$ cat config.mk
export PLATFORM = sky130hd
export DESIGN_NAME = ppu_1bpp_remap
export DESIGN_NICKNAME = d
export VERILOG_FILES = /design/src/rtl/ppu_remap_pkg.sv /design/src/rtl/ppu_rst_sync.sv /design/src/rtl/ppu_fetch_latch.sv /design/src/rtl/ppu_chr_remap.sv /design/src/rtl/ppu_nt_mirror.sv /design/src/rtl/ppu_1bpp_remap.sv
export SDC_FILE = /design/constraint.sdc
export NUM_CORES = 1
export LEC_CHECK = 0
export BUFFER_PORTS_ARGS = -buffer_cell sky130_fd_sc_hd__clkbuf_2
export CAP_MARGIN = 15
export CORE_AREA = 2 2 39 41
export DETAILED_ROUTE_END_ITERATION = 10
export DIE_AREA = 0 0 41 43
export HOLD_SLACK_MARGIN = 0.08
export PLACE_DENSITY_LB_ADDON = 0.1
export RECOVER_POWER = 25
export REMOVE_ABC_BUFFERS = 1
export SYNTH_ARGS = -nofsm -noshare
export SYNTH_HDL_FRONTEND = slang
export SYNTH_SLANG_ARGS = --single-unit
$ cat constraint.sdc
create_clock -name clk -period 1.92 [get_ports clk]
set_input_delay 0.096 -clock clk [delete_from_list [all_inputs] [get_ports clk]]
set_output_delay 0.096 -clock clk [all_outputs]
set_load 0.05 [all_outputs]
$ cat src/rtl/ppu_remap_pkg.sv
package ppu_remap_pkg;
  localparam int unsigned SYNC_STAGES = 2;

  typedef struct packed {
    logic row_bit;   // captured address bit 0
    logic half_bit;  // captured address bit 9
  } nt_capture_t;

  typedef enum logic {
    MIR_HORIZ = 1'b0,
    MIR_VERT  = 1'b1
  } mirror_t;
endpackage

$ cat src/rtl/ppu_rst_sync.sv
module ppu_rst_sync #(
  parameter int unsigned STAGES = ppu_remap_pkg::SYNC_STAGES
) (
  input  logic clk,
  input  logic rst_n,
  output logic rst_int_n
);
  logic [STAGES-1:0] chain_q, chain_d;

  always_comb begin
    chain_d = {chain_q[STAGES-2:0], 1'b1};
  end

  always_ff @(posedge clk or negedge rst_n) begin
    if (!rst_n) chain_q <= '0;
    else        chain_q <= chain_d;
  end

  assign rst_int_n = chain_q[STAGES-1];
endmodule

$ cat src/rtl/ppu_fetch_latch.sv
module ppu_fetch_latch
  import ppu_remap_pkg::*;
(
  input  logic        clk,
  input  logic        rst_n,
  input  logic        a13,
  input  logic        a0,
  input  logic        a9,
  output nt_capture_t held
);
  logic        a13_q;
  logic        rise;
  logic        cap_en;
  nt_capture_t held_d;

  always_comb begin
    rise   = a13 & ~a13_q;
    cap_en = rise;
    held_d = held;
    if (cap_en) begin
      held_d.row_bit  = a0;
      held_d.half_bit = a9;
    end
  end

  always_ff @(posedge clk or negedge rst_n) begin
    if (!rst_n) begin
      a13_q <= 1'b0;
      held  <= '0;
    end else begin
      a13_q <= a13;
      if (cap_en) held <= held_d;
    end
  end

  // contents move only on a sampled rise of line 13
  a_r3_hold_between_rises: assert property (@(posedge clk) disable iff (!rst_n)
    !(a13 && !a13_q) |=> $stable(held));
  // latch is empty when the internal reset lifts
  a_r8_clear_after_reset: assert property (@(posedge clk) disable iff (!rst_n)
    $rose(rst_n) |-> (held == '0));
endmodule

$ cat src/rtl/ppu_chr_remap.sv
module ppu_chr_remap
  import ppu_remap_pkg::*;
(
  input  logic        mode_1bpp,
  input  logic        a13,
  input  logic        a3,
  input  logic        a12,
  input  nt_capture_t held,
  output logic        chr_a3,
  output logic        chr_a12
);
  logic use_held;

  always_comb begin
    use_held = mode_1bpp & ~a13;
    chr_a3   = use_held ? held.row_bit  : a3;
    chr_a12  = use_held ? held.half_bit : a12;
  end
endmodule

$ cat src/rtl/ppu_nt_mirror.sv
module ppu_nt_mirror
  import ppu_remap_pkg::*;
(
  input  logic mir_en,
  input  logic mir_vert,
  input  logic a10,
  input  logic a11,
  output logic nt_a10
);
  mirror_t arrangement;

  always_comb begin
    arrangement = (mir_en && !mir_vert) ? MIR_HORIZ : MIR_VERT;
    nt_a10      = (arrangement == MIR_VERT) ? a10 : a11;
  end
endmodule

$ cat src/rtl/ppu_1bpp_remap.sv
module ppu_1bpp_remap
  import ppu_remap_pkg::*;
(
  input  logic clk,
  input  logic rst_n,
  input  logic ppu_a0,
  input  logic ppu_a3,
  input  logic ppu_a9,
  input  logic ppu_a10,
  input  logic ppu_a11,
  input  logic ppu_a12,
  input  logic ppu_a13,
  input  logic cfg_1bpp,
  input  logic cfg_mir_en,
  input  logic cfg_mir_vert,
  output logic chr_a3,
  output logic chr_a12,
  output logic ciram_a10
);
  logic        rst_int_n;
  logic        mode_eff;
  logic        mir_en_eff;
  nt_capture_t held;

  ppu_rst_sync #(.STAGES(SYNC_STAGES)) u_rst (
    .clk       (clk),
    .rst_n     (rst_n),
    .rst_int_n (rst_int_n)
  );

  // controls count as cleared until the internal reset lifts
  always_comb begin
    mode_eff   = cfg_1bpp   & rst_int_n;
    mir_en_eff = cfg_mir_en & rst_int_n;
  end

  ppu_fetch_latch u_latch (
    .clk   (clk),
    .rst_n (rst_int_n),
    .a13   (ppu_a13),
    .a0    (ppu_a0),
    .a9    (ppu_a9),
    .held  (held)
  );

  ppu_chr_remap u_chr (
    .mode_1bpp (mode_eff),
    .a13       (ppu_a13),
    .a3        (ppu_a3),
    .a12       (ppu_a12),
    .held      (held),
    .chr_a3    (chr_a3),
    .chr_a12   (chr_a12)
  );

  ppu_nt_mirror u_nt (
    .mir_en   (mir_en_eff),
    .mir_vert (cfg_mir_vert),
    .a10      (ppu_a10),
    .a11      (ppu_a11),
    .nt_a10   (ciram_a10)
  );

  // mode off is a straight pass
  a_r1_passthrough: assert property (@(posedge clk) disable iff (!rst_int_n)
    !cfg_1bpp |-> (chr_a3 == ppu_a3 && chr_a12 == ppu_a12));
  // outside pattern area the lines pass
  a_r4_high_a13_pass: assert property (@(posedge clk) disable iff (!rst_int_n)
    ppu_a13 |-> (chr_a3 == ppu_a3 && chr_a12 == ppu_a12));
  // select bit ignored without enable
  a_r6_forced_vertical: assert property (@(posedge clk) disable iff (!rst_int_n)
    !cfg_mir_en |-> (ciram_a10 == ppu_a10));
  // enabled horizontal takes bit 11
  a_r5_horizontal: assert property (@(posedge clk) disable iff (!rst_int_n)
    (cfg_mir_en && !cfg_mir_vert) |-> (ciram_a10 == ppu_a11));
endmodule

==> results.cfg <==
[outcome]
status = completed

[die]
start_util = 0.172
rows = 14
die_w_um = 41
dieArea_um2 = 1760
ioPinCount = 15
core_um2 = 1380
die_h_um = 43

[place]
gp_congestion = 0.570
io_buffer_count = 14
placed_area_um2 = 328

[synthesis]
synth_cell_types = 7
synthCells = 14
synth-seq-area-share = 0.526
synth_seq_cells = 5
ys_warn_count = 0
synth.avg_cell_area_um2 = 17.0
syn_area_um2 = 238

[detailed_routing]
wl_um = 429
wire_per_inst_um = 8.41
num_vias = 182
viasPerCell = 3.57
drt_iter0_drc = 1
drtPass1Iterations = 2
drtAntennaViolNets = 0
drc = 0

[critical_path]
regToRegStartpoint = u_latch.a13_q
startpoint_type = input pin
end_kind = output port
reg2reg_depth = 2
cp_num_buf_inv = 3
critPathRequiredTime_ps = 1820
crit_slowest_cell = dlygate4sd3_1
worstSetupPathType = in -> out
critPathMaxStageDelay_ps = 530
reg2reg_setup_slack_ps = 950
worstPathArrival_ps = 1440
critPathMaxFanout = 3
path_common_cell = clkbuf_2
cp_top_family = buffers and inverters
path_cells = dlygate4sd3_1 > clkbuf_2 > nand3b_4 > mux2_4 > clkbuf_2
reg2reg_to = u_latch.held[0]

[global_route]
antenna_found_initial = 0
grt_pass1_vias = 170
grt_pass1_wl_um = 648
gr-total-overflow = 0
grt_start_max_net_pins = 6
grtUsageTotal = 0.0616

[clocking]
root_buffer = clkbuf_4
clkSlewWorstSetupHoldPaths_ps = 40
clk_latency_ps = 240
cts.sinks = 5
cts_resized = 0
holdBufCountCts = 3
cts_tree = yes
htreeDepth = 1
post_cts_buffers = 0
cts-buffers-inserted = 3
clk_path_buf_depth = 2

[timing]
rsz0062_at_grt = no
finClkSkew_ps = 4.51
finalCritPeriodShare = 0.799
fmax_ghz = 0.651
period_needed_ps = 1530
final.setup.tns_ps = 0
finalSetupViolCount = 0
final_max_slew_viol_count = 0
finalHoldViolCount = 0

[flow_run]
drv_cap = 0

[cells_and_area]
final_cell_mix = clkbuf_2 (13), dfrtp_1 (5), mux2_4 (3), clkbuf_4 (3), dlygate4sd3_1 (3)
diodes = 0
post-route-util = 0.277
layout-drive-gt1-share = 0.657
area_growth_pct = 61.1
final_area_um2 = 383
layout_commonest_cell = clkbuf_2
nets = 48

[pwr]
peakVddDrop_uv = 357
leakage_nw = 0.204
power.density_nw_per_um2 = 788

[worst_hold_path]
hp-class = reg -> async
## Yosys cell counts (all sizes together)
cell    count  area share
dfrtp       5        0.53
nand3b      2        0.12
conb        1       0.016
mux2        5        0.28
nor2b       1       0.058
## state kept, by name, summed over array words and instances, names as in the netlist
name	count
u_latch.held	2
u_rst.chain_q	2
u_latch.a13_q	1
## layout make-up
type	count	area, um2
timing repair buffer	17	98.8
fill	153	1000
multi-input combinational	9	113
tap	16	20.0
clock buffer	4	26.3
sequential	5	125
## cells by family (layout without fill, tap and decap cells)
kind of cell  after synthesis  in the layout  share of synthesized area
simple gates                3              3                      0.174
mux                         5              5                      0.284
flops                       5              5                      0.526
other cells                 1              1                     0.0158
buf+inv                     0             21                          0
## worst max-delay path by stage
| stage | from | end | depth (start not counted) |
|---|---|---|---|
| finish | ppu_a13 | chr_a12 | 5 |
| global route | ppu_a13 | chr_a3 | 5 |
| CTS | ppu_a13 | chr_a12 | 5 |
| detailed placement | u_rst.chain_q[1] | ciram_a10 | 3 |
| global placement | u_rst.chain_q[1] | ciram_a10 | 3 |
| floorplan | u_rst.chain_q[1] | ciram_a10 | 2 |
## per-layer routing
layer | part of all wire | global-route usage | wire, um | vias to the layer above
li1 | - | - | - | 91
met1 | 0.35 | 0.0557 | 151 | 78
met2 | 0.49 | 0.0813 | 212 | 13
met3 | 0.15 | 0.0628 | 65 | 0
met4 | 0 | 0.0400 | 0 | 0
met5 | 0 | 0 | 0 | -
## per-stage QoR
step | setup slack, ps | hold WS, ps | std cells | total power, W
floorplan | 885 | -200 | 14 | 0.000161
global placement | 707 | -116 | 44 | 0.000179
detailed placement | 696 | -115 | 44 | 0.000180
CTS | 366 | 83.3 | 51 | 0.000311
global route | 319 | 84.4 | 51 | 0.000324
finish | 385 | 83.0 | 51 | 0.000302
## report_power, final
group,switching [W],internal [W]
combinational,0.0000292,0.0000310
sequential,0.00000624,0.000115
clock,0.0000417,0.0000785
total,0.0000772,0.000225
(Power assumes the default switching activity.)
